File: config.mk
export PLATFORM = sky130hd
export DESIGN_NAME = sysref_gen
export DESIGN_NICKNAME = d
export VERILOG_FILES = /design/src/rtl/sysref_pkg.sv /design/src/rtl/sysref_prediv.sv /design/src/rtl/sysref_divider.sv /design/src/rtl/sysref_sequencer.sv /design/src/rtl/sysref_gen.sv
export SDC_FILE = /design/constraint.sdc
export NUM_CORES = 1
export LEC_CHECK = 0
export BUFFER_PORTS_ARGS = -buffer_cell sky130_fd_sc_hd__buf_2
export CORE_ASPECT_RATIO = 0.6
export CORE_MARGIN = 1
export CORE_UTILIZATION = 61
export CTS_CLUSTER_DIAMETER = 120
export DETAILED_ROUTE_END_ITERATION = 12
export PLACE_DENSITY = 0.85
export SLEW_MARGIN = 30
export SYNTH_ARGS = -nofsm -noshare
export SYNTH_HDL_FRONTEND = slang
export SYNTH_SLANG_ARGS = --single-unit
File: constraint.sdc
create_clock -name clk -period 4.3 [get_ports clk]
set_input_delay 0.43 -clock clk [delete_from_list [all_inputs] [get_ports clk]]
set_output_delay 0.43 -clock clk [all_outputs]
set_load 0.05 [all_outputs]
File: src/rtl/sysref_pkg.sv
// Shared types and sizes for the SYSREF pulse generator.
// Assumes a single clock domain; all config fields are quasi-static.
package sysref_pkg;
    localparam int DIV_W  = 12;   // main divider width
    localparam int PLS_W  = 4;    // pulse count width
    localparam int PRE_W  = 2;    // pre-divide code width
    localparam int PCNT_W = 2;    // pre-divide counter width (max /4)

    typedef enum logic [1:0] {
        MODE_FREE   = 2'd0,
        MODE_BURST  = 2'd1,
        MODE_REPEAT = 2'd2,
        MODE_RSVD   = 2'd3
    } mode_e;
endpackage

File: src/rtl/sysref_prediv.sv
// Pre-divider: emits one step tick every 1, 2 or 4 clocks while advancing.
// Assumes code 3 never reaches it while advancing (top treats it as reserved).
module sysref_prediv
    import sysref_pkg::*;
#(
    parameter int CODE_W = PRE_W,
    parameter int CNT_W  = PCNT_W
) (
    input  logic              clk,
    input  logic              rst_n,
    input  logic              clear_i,
    input  logic              adv_i,
    input  logic [CODE_W-1:0] code_i,
    output logic              tick_o
);
    logic [CNT_W-1:0] cnt;
    logic [CNT_W-1:0] lim;

    // Purpose: terminal count for the selected step length.
    always_comb begin
        case (code_i)
            2'd0:    lim = CNT_W'(0);
            2'd1:    lim = CNT_W'(1);
            default: lim = CNT_W'(3);
        endcase
    end

    assign tick_o = adv_i && (cnt == lim);

    // Purpose: step counter, restarted by clear.
    always_ff @(posedge clk) begin
        if (!rst_n || clear_i) begin
            cnt <= '0;
        end else if (adv_i) begin
            cnt <= tick_o ? '0 : cnt + 1'b1;
        end
    end

    AST_PRE_CLEAR_ZERO: assert property (@(posedge clk) disable iff (!rst_n)
        clear_i |=> (cnt == '0));
endmodule

File: src/rtl/sysref_divider.sv
// Main divider: phase counter 0..div-1 advanced by pre-divider ticks.
// High phase is the first floor(div/2) steps. Assumes div >= 2 while running.
module sysref_divider
    import sysref_pkg::*;
#(
    parameter int W = DIV_W
) (
    input  logic         clk,
    input  logic         rst_n,
    input  logic         clear_i,
    input  logic         tick_i,
    input  logic [W-1:0] div_i,
    output logic         hi_o,
    output logic         wrap_o
);
    logic [W-1:0] phase;
    logic [W-1:0] half;

    assign half   = div_i >> 1;
    assign hi_o   = (phase < half);
    assign wrap_o = tick_i && (phase == div_i - 1'b1);

    // Purpose: phase counter with wrap at the divide value.
    always_ff @(posedge clk) begin
        if (!rst_n || clear_i) begin
            phase <= '0;
        end else if (tick_i) begin
            phase <= wrap_o ? '0 : phase + 1'b1;
        end
    end

    AST_DIV_CLEAR_ZERO: assert property (@(posedge clk) disable iff (!rst_n)
        clear_i |=> (phase == '0));
endmodule

File: src/rtl/sysref_sequencer.sv
// Mode sequencer: request edge detection, free-run state, burst control
// and the repeater pulse. Assumes en_ok already excludes reserved codes.
module sysref_sequencer
    import sysref_pkg::*;
#(
    parameter int PW = PLS_W
) (
    input  logic          clk,
    input  logic          rst_n,
    input  logic          en_ok_i,
    input  mode_e         mode_i,
    input  logic          req_i,
    input  logic [PW-1:0] pulses_i,
    input  logic          wrap_i,
    output logic          run_o,
    output logic          busy_o,
    output logic          rep_o,
    output logic          clear_o
);
    logic          req_q;
    logic          rise;
    logic          start;
    logic [PW-1:0] left;

    assign rise    = req_i && !req_q;
    assign start   = en_ok_i && (mode_i == MODE_BURST) && rise && !busy_o;
    assign clear_o = start || !(run_o || busy_o);

    // Purpose: request history, free-run flag and repeater pulse.
    always_ff @(posedge clk) begin
        if (!rst_n) begin
            req_q <= 1'b0;
            run_o <= 1'b0;
            rep_o <= 1'b0;
        end else begin
            req_q <= req_i;
            run_o <= en_ok_i && (mode_i == MODE_FREE);
            rep_o <= en_ok_i && (mode_i == MODE_REPEAT) && rise;
        end
    end

    // Purpose: burst state and remaining-period counter.
    always_ff @(posedge clk) begin
        if (!rst_n || !en_ok_i || (mode_i != MODE_BURST)) begin
            busy_o <= 1'b0;
            left   <= '0;
        end else if (start) begin
            busy_o <= 1'b1;
            left   <= pulses_i;
        end else if (busy_o && wrap_i) begin
            if (left == PW'(1)) busy_o <= 1'b0;
            left <= left - 1'b1;
        end
    end

    AST_START_SETS_BUSY: assert property (@(posedge clk) disable iff (!rst_n)
        start |=> busy_o);
    AST_BUSY_LEFT_NZ: assert property (@(posedge clk) disable iff (!rst_n)
        busy_o |-> (left != '0));
    AST_BUSY_MODE: assert property (@(posedge clk) disable iff (!rst_n)
        busy_o |-> $past(mode_i == MODE_BURST));
    AST_REP_SINGLE: assert property (@(posedge clk) disable iff (!rst_n)
        rep_o |=> !rep_o);
endmodule

File: src/rtl/sysref_gen.sv
// SYSREF pulse generator top: decodes reserved codes, chains pre-divider,
// divider and sequencer, and forms the output. Assumes synchronised req_i.
module sysref_gen
    import sysref_pkg::*;
#(
    parameter int DW = DIV_W,
    parameter int PW = PLS_W,
    parameter int CW = PRE_W
) (
    input  logic          clk,
    input  logic          rst_n,
    input  logic          cfg_en,
    input  logic [1:0]    cfg_mode,
    input  logic [CW-1:0] cfg_prediv,
    input  logic [DW-1:0] cfg_div,
    input  logic [PW-1:0] cfg_pulses,
    input  logic          req_i,
    output logic          sysref_o,
    output logic          busy_o,
    output logic          cfg_err_o
);
    mode_e mode;
    logic  rsvd;
    logic  en_ok;
    logic  run, rep, clear, tick, hi, wrap;

    assign mode  = mode_e'(cfg_mode);
    assign rsvd  = (mode == MODE_RSVD) || (cfg_prediv == CW'(3)) ||
                   (cfg_div < DW'(2)) ||
                   ((mode == MODE_BURST) && (cfg_pulses == '0));
    assign en_ok = cfg_en && !rsvd;

    // Purpose: registered configuration error flag.
    always_ff @(posedge clk) begin
        if (!rst_n) cfg_err_o <= 1'b0;
        else        cfg_err_o <= cfg_en && rsvd;
    end

    sysref_sequencer #(.PW(PW)) i_seq (
        .clk(clk), .rst_n(rst_n), .en_ok_i(en_ok), .mode_i(mode),
        .req_i(req_i), .pulses_i(cfg_pulses), .wrap_i(wrap),
        .run_o(run), .busy_o(busy_o), .rep_o(rep), .clear_o(clear)
    );

    sysref_prediv #(.CODE_W(CW), .CNT_W(PCNT_W)) i_pre (
        .clk(clk), .rst_n(rst_n), .clear_i(clear), .adv_i(run || busy_o),
        .code_i(cfg_prediv), .tick_o(tick)
    );

    sysref_divider #(.W(DW)) i_div (
        .clk(clk), .rst_n(rst_n), .clear_i(clear), .tick_i(tick),
        .div_i(cfg_div), .hi_o(hi), .wrap_o(wrap)
    );

    assign sysref_o = ((run || busy_o) && hi) || rep;

    AST_OFF_LOW: assert property (@(posedge clk) disable iff (!rst_n)
        !cfg_en |=> (!sysref_o && !busy_o));
    AST_ERR_LOW: assert property (@(posedge clk) disable iff (!rst_n)
        cfg_err_o |-> (!sysref_o && !busy_o));
    AST_REP_NO_BUSY: assert property (@(posedge clk) disable iff (!rst_n)
        (cfg_en && mode == MODE_REPEAT) |=> !busy_o);
endmodule

[Word-level counts from Yosys, hierarchy flattened]
Index checks and enable logic that the tools add are counted.
Cells by class
  $add $sub $neg: 4
  $mul: 0
  divide/modulo/power cells: 0
  $lt $le $gt $ge: 2
  equal/unequal tests: 9
  shifts and indexed selects: 0
  muxes and demuxes: 8
  bitwise operators: 0
  reductions and logical operators: 35
Operators with widths (count)
  $logic_and 1x1->1: 14
  $add 12x1->12 const B: 1
  $eq 12x12->1: 1
  $lt 12x11->1: 1
  $lt 12x2->1 const B: 1
  $mux 12: 1
  $sub 12x1->12 const B: 1
  $logic_or 1x1->1: 9
  $mux 4: 2
  $eq 2x2->1 const B: 3
  $logic_not 1->1: 6
  $eq 2x1->1 const B: 2
  $eq 4x1->1 const B: 1
  $logic_not 2->1: 2
  $logic_not 4->1: 1
  $pmux 2 s2: 1
  $reduce_bool 2->1: 2
  $sub 4x1->4 const B: 1
  $mux 1: 3
  $add 2x1->2 const B: 1
  $eq 2x2->1: 1
  $mux 2: 1
  $ne 2x1->1 const B: 1
  $reduce_and 2->1: 1
Word-level totals
  register bits after elaboration: 23
  bits in latches: 0
  RAM bits: 0
  bits in read-only memories: 0
  input bits: 24
  output and inout bits: 3
  word-level logic and storage cells: 66
  memories kept: 0

[Logic depth before layout (Yosys ltp)]
Gate-level depths: netlist (run 1).
  depth after elaboration: 11
  depth in mapped cells: 10
  gate-level depth less buffers: 9

[Modules after synthesis]
From an unflattened synthesis (run 1), not the netlist that was laid out.
Second synthesis, totals
  cells, all modules: 227
  area total of the unflattened synthesis: 1894.3 um2
Modules (own cells, without submodules)
  sysref_divider: instances 1, cells an instance 155, area an instance 1239.9 um2, seq. area each 240.2 um2
  sysref_sequencer: instances 1, cells an instance 42, area an instance 411.6 um2, seq. area each 160.2 um2
  sysref_prediv: instances 1, cells an instance 17, area an instance 132.6 um2, seq. area each 40.0 um2
  sysref_gen: instances 1, cells an instance 13, area an instance 110.1 um2, seq. area each 20.0 um2

[Least setup slack after synthesis (run 1)]
OpenSTA, ideal clock, no wires.
  path kind: input port to flip-flop
  start point: input cfg_div[0]
  end point: register i_seq.left[3]
  setup time: 117 ps
  arrival time: 2590 ps
  data required time: 4183 ps
  slack: 1594 ps
  stages on the path: 9
  buffers on the path: 1
  cells stage by stage: inv_1 > ha_1 > or3b_2 > o311ai_1 > a31oi_1 > or4_4 > buf_6 > a211o_1 > a22o_1
On the way
  longest elaborated chain between the ends: 9
  elaborated cells between the ends (all ways): 17
  those cells by class: add/sub (1); order compare (1); eq/ne (1); mux (1); reduce/logical (13)
Ends and longest elaborated chain
  from (decl): RTL line sysref_gen.sv:15  | input logic [DW-1:0] cfg_div,
  branches (longest 9 deep; another with $sub 12x1->12)
  to (signal assigned): RTL line sysref_sequencer.sv:49  | left <= pulses_i;
  to (signal assigned): RTL line sysref_sequencer.sv:52  | left <= left - 1'b1;
  to (decl): RTL line sysref_sequencer.sv:23  | logic [PW-1:0] left;
Parallel ways; which one is timed is not known.
A chain may end at the register's enable or synchronous reset.

[Worst setup path in the final report (run 1)]
  start point: register i_pre.cnt[0]
  end point: register i_seq.left[1]
On the way
  longest elaborated chain between the ends: 5
Ends and longest elaborated chain
  from (decl): RTL line sysref_prediv.sv:16  | logic [CNT_W-1:0] cnt;
  from (signal assigned): RTL line sysref_prediv.sv:35  | cnt <= tick_o ? '0 : cnt + 1'b1;
  $eq 2x2->1: RTL line sysref_prediv.sv:28  | assign tick_o = adv_i && (cnt == lim);
  $logic_and 1x1->1: RTL line sysref_prediv.sv:28
  $logic_and 1x1->1: RTL line sysref_divider.sv:21  | assign wrap_o = tick_i && (phase == div_i - 1'b1);
  $logic_and 1x1->1: RTL line sysref_sequencer.sv:50  | end else if (busy_o && wrap_i) begin
  $reduce_bool 2->1 (no source line)
No other way between the ends.

==> out/qor.yml, run 1 <==
pwr:
  pwr_density_cell_nw_per_um2: 214.5
  leakage_nw: 0.8145
  power_mw: 0.4208
  irDropWorstVdd_v: 0.0002156
sta:
  max-slew-margin-rel_pct: 45.30
  finalCritPeriodShare_pct: 66.12
  setup_tns_ns: 0
  clock.fmax_mhz: 351.7
  fin_crit_ns: 2.843
  tightest_slew_ns: 0.8091
  finalMaxSlewViolations: 0
  rsz0062_at_grt: "no"
  finalSetupViolCount: 0
  final_hold_viol_count: 0
  clock_skew_ns: 0.002438
  timing.hold.ws_ns: 0.3670
detailed_routing:
  drtPass1Iterations: 4
  antenna_left: 0
  drc: 0
  via_per_inst: 6.142
  via_count: 1689
  drt_wl_total_um: 4159
  routedWlPerCell_um: 15.12
  first_iter_violations: 205
synth:
  async_flop_share_pct: 0
  ys_ff_latch: 23
  synth_fp_nets: 256
  synth_edf_count: 0
  yosys_warnings: 0
  synth_area_leaders: "dfxtp_1, ha_1, xnor2_1"
  synthCells: 218
  ys_types: 47
  yosysMostFrequentCell: "dfxtp_1"
  synth_top_area_cell: "dfxtp_1"
  ys.flop_type: "dfxtp_1"
  synth_area_sq_um: 1777
  synth_top_area_share_pct: 25.92
  yosysSeqAreaShare_pct: 25.92
  avgSynthCellArea_sq_um: 8.150
  synth_common_cells: "dfxtp_1, inv_1, nor2_1"
global_route:
  track_usage_pct: 29.01
  grt_antenna_before_repair: 0
  overflow: 0
  grt_pass1_wl_um: 6886
  grt_pass1_vias: 1412
  grt_max_degree: 15
clock_tree:
  cts.sinks: 23
  cts_setup_buffers: 0
  insertion_delay_ns: 0.27
  cts_hold_buf: 0
  cts_buffers: 3
  path_clk_slew_ns: 0.09
  cts_root_buf: "clkbuf_8"
  post_cts_resized: 0
  htree_levels: 1
  cts_tree: "done"
  cts_buffer_depth: 2
floorplanning:
  ios: 27
  die_y_um: 43.81
  dieArea_sq_um: 3140
  fp-row-count: 14
  core_sq_um: 2628
  initial_utilization_pct: 67.62
  die_x_um: 71.68
placed_design:
  gp_congestion: 0.8686
  place_area_sq_um: 1913
  portBuffers: 26
  dp_hpwl_um: 3325
setup_path:
  worstPathRequired_ns: 4.47
  critPathArrivalTime_ns: 3.01
  reg2regPathDepth: 6
  crit_chain: "or4_1, a21oi_1, nand4b_1, or4_4, or3_1, a22o_1"
  r2r_end: "i_seq.left[1]$_SDFFE_PP0P_"
  crit_end: "i_seq.left[1]$_SDFFE_PP0P_"
  cp-start-kind: "flop"
  startpoint: "i_pre.cnt[0]$_SDFFE_PP0P_"
  critPathKind: "reg -> reg"
  crit_fanout: 12
  cpMaxStageDelayCell: "a21oi_1"
  r2r_slack_ns: 1.46
  cp-end-kind: "flop"
  critPathMaxStageDelay_ns: 0.61
  r2r_start: "i_pre.cnt[0]$_SDFFE_PP0P_"
layout:
  fin_nets: 282
  final_area_sq_um: 1962
  area_growth_syn_to_layout_pct: 10.42
  diodes: 0
  layout-drive-gt1-share_pct: 15.23
  fin_util_pct: 74.67
flow_run:
  drv_cap: 0
run_status:
  status: "finished clean"
hold_path:
  hold_class: "in -> reg"
critical path, delay by kind of cell (launching register included):
family	cells	cell delay (ns)
compound gates	2	0.79
flops	1	0.34
simple gates	4	1.60
flip-flops by register name (all words and copies together) (netlist names):
signal and count:
i_pre.cnt 2, i_seq.left 4, cfg_err_o 1, i_div.phase 12, i_seq.run_o 1, i_seq.req_q 1, i_seq.busy_o 1, i_seq.rep_o 1
kinds of logic (layout without fill, tap and decap cells):
| logic type | after synthesis | count (layout) | share of synthesized area, % |
|---|---|---|---|
| AND/OR/NAND/NOR | 97 | 97 | 32.68 |
| AO/OA/AOI/OAI | 38 | 38 | 13.87 |
| XOR/XNOR | 24 | 24 | 11.83 |
| flip-flops | 23 | 23 | 25.92 |
| buffers and inverters | 21 | 46 | 5.282 |
| adder cells (fa/ha/maj) | 14 | 14 | 9.859 |
| multiplexers | 1 | 1 | 0.5634 |
how the worst min path moves through the flow:
stage                                    startpoint                        end  slack [ns]  cells past startpoint
after floorplan           i_pre.cnt[0]$_SDFFE_PP0P_  i_pre.cnt[0]$_SDFFE_PP0P_        0.43                      1
after global placement    i_pre.cnt[0]$_SDFFE_PP0P_  i_pre.cnt[0]$_SDFFE_PP0P_        0.46                      1
after detailed placement  i_pre.cnt[0]$_SDFFE_PP0P_  i_pre.cnt[0]$_SDFFE_PP0P_        0.47                      1
after CTS                               cfg_mode[0]     i_seq.rep_o$_SDFF_PN0_        0.36                      2
after global routing                    cfg_mode[0]     i_seq.rep_o$_SDFF_PN0_        0.38                      2
final                                   cfg_mode[0]     i_seq.rep_o$_SDFF_PN0_        0.37                      2
layout by cell type (no fill, tap or decap), drive strengths merged, types with 3 or more instances in the layout:
cell,netlist,final
buf,2,26
dfxtp,23,23
inv,16,16
nor2,15,15
ha,14,14
xnor2,13,13
nand3,12,12
nor3,11,11
xor2,11,11
o21ai,10,10
nand2,9,9
a21oi,8,8
nor4,8,8
nand2b,5,5
a21o,5,5
and3,5,5
nand4,4,4
nand4b,3,3
a31oi,3,3
and4,3,3
clkbuf,3,3
or4,3,3
per-stage QoR:
stage / worst slack [ns] / std cells
4_1_cts: 1.482 / 275
3_5_place_dp: 1.268 / 271
3_3_place_gp: 1.344 / 271
6_report: 1.457 / 275
2_1_floorplan: 1.594 / 218
5_1_grt: 1.236 / 275
power breakdown:
group	leakage, nW	total (mW)	internal, mW	switching (mW)
sequential	0.186	0.215	0.214	0.000687
combinational	0.607	0.0645	0.0266	0.0380
clock	0.0217	0.141	0.0657	0.0756
total	0.814	0.421	0.307	0.114
layer usage:
layer	up-vias	routed length (um)	track usage (%)	share of wire (%)
li1	856	-	-	-
met2	68	1577	39.62	38
met4	0	21	4.706	0.50
met5	-	0	0	0
met3	5	354	4.884	8.5
met1	760	2205	47.16	53
area by class of cell:
type                            count  area, sq um
Fill cell                         222        665.6
Multi-Input combinational cell    174         1222
Timing Repair Buffer               26        130.1
Clock inverter                      1        7.507
Clock buffer                        3        41.29
Tap cell                           32        40.04
Sequential cell                    23        460.4
Inverter                           16        60.06
(Power assumes the default switching activity.)
==> run 2, diff against run 1 <==
- CORE_UTILIZATION: 61 -> 51
- PLACE_DENSITY: 0.85 -> 0.76
- clock period: 4.3 -> 2.5 ns (I/O delays scaled with it)
==> out/qor.yml, run 2 (same netlist as run 1, synthesis figures left out) <==
hold_path:
  hold_depth: 2  # unchanged
  hold_start: "cfg_mode[0]"
  hold_class: "in -> reg"
setup_path:
  critPathArrivalTime_ns: 2.53  # -0.48 ns
  cp-end-kind: "flop"
  reg2regPathDepth: 8  # +2
  crit_fanout: 5  # -7
  r2r_start: "i_div.phase[5]$_SDFFE_PP0P_"
  worstPathRequired_ns: 2.67  # -1.80 ns
  startpoint: "i_div.phase[5]$_SDFFE_PP0P_"
  critPathKind: "reg -> reg"
  cp-start-kind: "flop"
detailed_routing:
  antenna_left: 0  # unchanged
  first_iter_violations: 109  # -47%
  via_per_inst: 5.704  # -7.1%
  routedWlPerCell_um: 14.56  # -3.7%
  drc: 0  # unchanged
  via_count: 1751  # +3.7%
  drt_wl_total_um: 4469  # +7.5%
  drtPass1Iterations: 5  # +1
global_route:
  grt_antenna_before_repair: 0  # unchanged
  grt_pass1_vias: 1451  # +2.8%
  track_usage_pct: 24.82  # -4.2 points
  grt_pass1_wl_um: 6893  # +0.10%
  met1_usage_pct: 35.96  # -11 points
  use_met2_pct: 38.25  # -1.4 points
  met3_usage_pct: 6.476  # +1.6 points
  busiest_layer: "met2"
  grt_max_degree: 15  # unchanged
  overflow: 0  # unchanged
layout:
  final_area_sq_um: 2185  # +11%
  layout-drive-gt1-share_pct: 24.05  # +8.8 points
  diodes: 0  # unchanged
  final_cell_mix: "buf_2, dfxtp_1, buf_4, inv_1, nor2_1"
  largest_register: "i_div.phase"
  fin_nets: 301  # +6.7%
  reg_top3: "i_div.phase: 12 flops, i_seq.left: 4 flops, i_pre.cnt: 2 flops"
  area_growth_syn_to_layout_pct: 22.96
  seqCellArea_sq_um: 464.2  # +0.82%
  largest_reg_flops: 12  # unchanged
  instances_no_fill: 307  # +12%
  fillCellCount: 286  # +29%
  multiInputGateArea_sq_um: 1264  # +3.4%
  mostFrequentLayoutCell: "buf_2"
sta:
  max-slew-margin-rel_pct: 49.12  # +3.8 points
  clock_skew_ns: 0.006436  # +0.003998 ns
  fin_crit_ns: 2.362  # -0.4806 ns
  setup_slack_ns: 0.1375  # -1.319 ns
  rsz0062_at_grt: "no"
  tightest_slew_ns: 0.7526  # -0.05651 ns
  finalSetupViolCount: 0  # unchanged
  clock.fmax_mhz: 423.3  # +20%
  finalMaxSlewViolations: 0  # unchanged
  final_hold_viol_count: 0  # unchanged
  finalCritPeriodShare_pct: 94.50  # +28 points
pwr:
  power_mw: 0.7330  # +74%
  switching_share_pct: 26.54  # -0.61 points
  p_comb_share_pct: 17.4  # +2.1 points
  leakage_nw: 0.9171  # +13%
  p_sw_mw: 0.1945  # +70%
  pwr-share-clk_pct: 32.3  # -1.3 points
  pwr_density_cell_nw_per_um2: 335.5  # +56%
  pwr-share-seq_pct: 50.3  # -0.8 points
  p_int_mw: 0.5384  # +76%
  irDropWorstVdd_v: 0.0002603  # +21%
floorplanning:
  die_x_um: 78.20  # +9.1%
  initial_utilization_pct: 54.12  # -14 points
  die_y_um: 47.72  # +8.9%
  core_sq_um: 3283  # +25%
  ios: 27  # unchanged
  fp-row-count: 16  # +2
  dieArea_sq_um: 3732  # +19%
clock_tree:
  htree_levels: 1  # unchanged
  insertion_delay_ns: 0.27  # about the same
  cts_root_buf: "clkbuf_8"
  cts_buffers: 3  # unchanged
  cts_tree: "done"
  cts.sinks: 23  # unchanged
  path_clk_slew_ns: 0.09  # about the same
  cts_buffer_depth: 2  # unchanged
placed_design:
  dp_hpwl_um: 3638  # +9.4%
  dp_cells: 302  # +11%
  portBuffers: 26  # unchanged
  dpl_worst_slack_ns: -0.2415  # -1.509 ns
  place_area_sq_um: 2079  # +8.7%
  gp_congestion: 0.8924  # +2.7%
run_status:
  status: "finished clean"
flow_run:
  drv_cap: 0  # unchanged
-- run 2: per-layer routing --
metal,routed length [um],part of all wire (%),vias to the layer above
li1,-,-,888
met1,2316,52,807
met2,1819,41,52
met3,309,6.9,4
met4,23,0.51,0
met5,0,0,-
-- run 2: power groups by stage --
stage / registers (mW) / clock network (mW) / logic [mW]
final: 0.369 / 0.236 / 0.128
after global routing: 0.369 / 0.260 / 0.141
after CTS: 0.370 / 0.241 / 0.124
after detailed placement: 0.378 / 0 / 0.122
after global placement: 0.378 / 0 / 0.120
after floorplan: 0.381 / 0 / 0.0631
-- run 2: timing repair --
item                                    CTS  global route
pin swaps                                 0             3
setup buffers                             0             1
hold buffers                              0             0
endpoints found under the setup margin    1             4
gates resized for setup                   4             7
-- run 2: layout make-up --
class                      instances  share of cell area [%]
multi-input combinational        174                   57.85
sequential                        23                   21.25
timing repair buffer              45                   13.34
inverter                          16                   2.749
tap                               45                   2.577
clock buffer                       3                   1.890
clock inverter                     1                  0.3436
-- run 2: final timing paths --
path	slack, ns	endpoint
max	0.14	i_seq.left[1]$_SDFFE_PP0P_
min	0.19	i_seq.rep_o$_SDFF_PN0_
max reg2reg	0.14	i_seq.left[1]$_SDFFE_PP0P_
min reg2reg	0.49	i_pre.cnt[0]$_SDFFE_PP0P_
-- run 2: critical path: stages (launching register included) --
cell	delay, ns
dfxtp_4	0.35
buf_4	0.14
xnor2_1	0.19
a21oi_1	0.06
nor4b_1	0.34
nand4b_1	0.16
or4_4	0.47
or3_1	0.37
a22o_1	0.18
-- run 2: through the flow --
| step | TNS [ns] | hold slack [ns] | utilization, % |
|---|---|---|---|
| 2_1_floorplan | 0 | 0.3275 | - |
| 3_3_place_gp | -0.4719 | 0.4559 | 63.34 |
| 3_5_place_dp | -1.095 | 0.4675 | 63.34 |
| 4_1_cts | 0 | 0.1928 | 65.05 |
| 5_1_grt | 0 | 0.1969 | 66.54 |
| 6_report | 0 | 0.1925 | 66.54 |
==> run 3, diff against run 2 <==
--- a/config.mk
+++ b/config.mk
@@ -8,5 +8,4 @@
 export BUFFER_PORTS_ARGS = -buffer_cell sky130_fd_sc_hd__buf_2
 export CORE_ASPECT_RATIO = 0.6
-export CORE_MARGIN = 1
 export CORE_UTILIZATION = 51
 export CTS_CLUSTER_DIAMETER = 120
==> constraint.sdc (replaced) <==
create_clock -name clk -period 2.5 [get_ports clk]
set_input_delay 0 -clock clk [delete_from_list [all_inputs] [get_ports clk]]
set_output_delay 0 -clock clk [all_outputs]
set_load 0.05 [all_outputs]
==> out/qor.yml, run 3 (same netlist as run 1, synthesis figures left out) <==
run_status:
  status: "finished clean"
placed_design:
  gp_congestion: 0.9075  # +1.7%
  dp_hpwl_um: 3486  # -4.2%
  dp_cells: 297  # -1.7%
  place_area_sq_um: 2039  # -1.9%
  portBuffers: 26  # unchanged
  dpl_worst_slack_ns: -0.03302  # +0.2085 ns
detailed_routing:
  drtPass1Iterations: 4  # -1
  drt_wl_total_um: 4299  # -3.8%
  via_count: 1763  # +0.69%
  first_iter_violations: 145  # +33%
  antenna_left: 0  # unchanged
  via_per_inst: 5.761  # +1.0%
  drc: 0  # unchanged
  routedWlPerCell_um: 14.05  # -3.5%
pwr:
  irDropWorstVdd_v: 0.0003513  # +35%
  pwr_density_cell_nw_per_um2: 335.9  # +0.13%
  leakage_nw: 0.9090  # -0.88%
  power_mw: 0.7196  # -1.8%
clock_tree:
  cts.sinks: 23  # unchanged
  cts_root_buf: "clkbuf_8"
  htree_levels: 1  # unchanged
  cts_buffers: 3  # unchanged
  insertion_delay_ns: 0.26  # about the same
  cts_buffer_depth: 2  # unchanged
  cts_tree: "done"
  path_clk_slew_ns: 0.08  # about the same
global_route:
  grt_antenna_before_repair: 0  # unchanged
  grt_max_degree: 13  # -2
  grt_pass1_vias: 1436  # -1.0%
  track_usage_pct: 24.80  # about the same
  overflow: 0  # unchanged
  grt_pass1_wl_um: 6865  # -0.41%
sta:
  final_hold_viol_count: 0  # unchanged
  finalMaxSlewViolations: 0  # unchanged
  timing.hold.ws_ns: 0.01163  # -0.1809 ns
  finalCritPeriodShare_pct: 95.26  # +0.76 points
  setup_slack_ns: 0.1186  # -0.01892 ns
  rsz0062_at_grt: "no"
  setup_tns_ns: 0  # unchanged
  fin_crit_ns: 2.381  # +0.01892 ns
  tightest_slew_ns: 0.7677  # +0.01504 ns
  clock_skew_ns: 0.004321  # -0.002115 ns
  max-slew-margin-rel_pct: 48.10  # -1.0 points
  clock.fmax_mhz: 419.9  # -0.79%
  finalSetupViolCount: 0  # unchanged
layout:
  diodes: 0  # unchanged
  final_area_sq_um: 2142  # -1.9%
  layout-drive-gt1-share_pct: 19.16  # -4.9 points
  reg_top3: "i_div.phase: 12 flops, i_seq.left: 4 flops, i_pre.cnt: 2 flops"
  final_cell_mix: "buf_2, dfxtp_1, inv_1, nor2_1, ha_1"
  fin_util_pct: 65.24  # -1.3 points
  area_growth_syn_to_layout_pct: 20.56
  largest_register: "i_div.phase"
  instances_no_fill: 306  # -0.33%
  fin_nets: 300  # -0.33%
  largest_reg_flops: 12  # unchanged
  mostFrequentLayoutCell: "buf_2"
setup_path:
  crit_chain: "or4_1, a21oi_1, nand4b_1, or4_4, buf_4, o31a_1, nor3_1"
  cp-end-kind: "flop"
  crit_fanout: 7  # +2
  critPathArrivalTime_ns: 2.56  # +0.03 ns
  startpoint: "i_pre.cnt[0]$_SDFFE_PP0P_"
  worstPathRequired_ns: 2.68  # about the same
  cpMaxStageDelayCell: "or4_1"
  r2r_slack_ns: 0.12  # -0.02 ns
  critPathKind: "reg -> reg"
  critPathMaxStageDelay_ns: 0.51  # +0.04 ns
  reg2regPathDepth: 7  # -1
  cp-start-kind: "flop"
  r2r_start: "i_pre.cnt[0]$_SDFFE_PP0P_"
floorplanning:
  core_sq_um: 3283  # unchanged
  initial_utilization_pct: 54.12  # unchanged
  fp-row-count: 16  # unchanged
  die_x_um: 78.20  # unchanged
  die_y_um: 47.72  # unchanged
  ios: 27  # unchanged
  dieArea_sq_um: 3732  # unchanged
flow_run:
  drv_cap: 0  # unchanged
hold_path:
  hold_start: "rst_n"
  hold_class: "in -> reg"
  hold_depth: 2  # unchanged
-- run 3: cell count changes in the layout (fill, tap and decap cells not counted), sizes merged --
cell | before | now
clkbuf | 3 | 4
dlygate4sd3 | 0 | 5
buf | 45 | 39
clkinvlp | 1 | 0
-- run 3: final cells by class --
| class | instances | area [sq um] |
|---|---|---|
| tap | 45 | 56.30 |
| clock buffer | 4 | 45.04 |
| inverter | 16 | 60.06 |
| fill | 282 | 1141 |
| multi-input combinational | 174 | 1230 |
| timing repair buffer | 44 | 290.3 |
| sequential | 23 | 460.4 |
-- run 3: per-layer routing --
| metal | track usage [%] | wire length, um | up-vias |
|---|---|---|---|
| met2 | 35.79 | 1671 | 73 |
| met5 | 0 | 0 | - |
| met1 | 35.65 | 2190 | 800 |
| li1 | - | - | 890 |
| met3 | 8.762 | 437 | 0 |
| met4 | 4.815 | 0 | 0 |
-- run 3: worst paths after layout --
kind / end
worst max-delay path: i_seq.left[2]$_SDFFE_PP0P_
worst min-delay path: i_seq.req_q$_SDFF_PN0_
worst max register to register: i_seq.left[2]$_SDFFE_PP0P_
worst min register to register: i_pre.cnt[0]$_SDFFE_PP0P_
-- run 3: report_power, final --
part,internal (mW),switching [mW],total (mW)
registers,0.368,0.00115,0.370
clock network,0.114,0.113,0.226
logic,0.0557,0.0680,0.124
-- run 3: timing repair --
action	4_1_cts	5_1_grt
endpoints found under the setup margin	0	1
endpoints found under the hold margin	5	0
hold buffers	5	0
resized for setup	0	1
buffers inserted	0	0
-- run 3: critical path, delay by kind of cell (launching register included) --
family / cells / cell delay (ns)
AO/OA/AOI/OAI: 2 / 0.47
buffers and inverters: 1 / 0.18
flip-flops: 1 / 0.34
AND/OR/NAND/NOR: 4 / 1.30
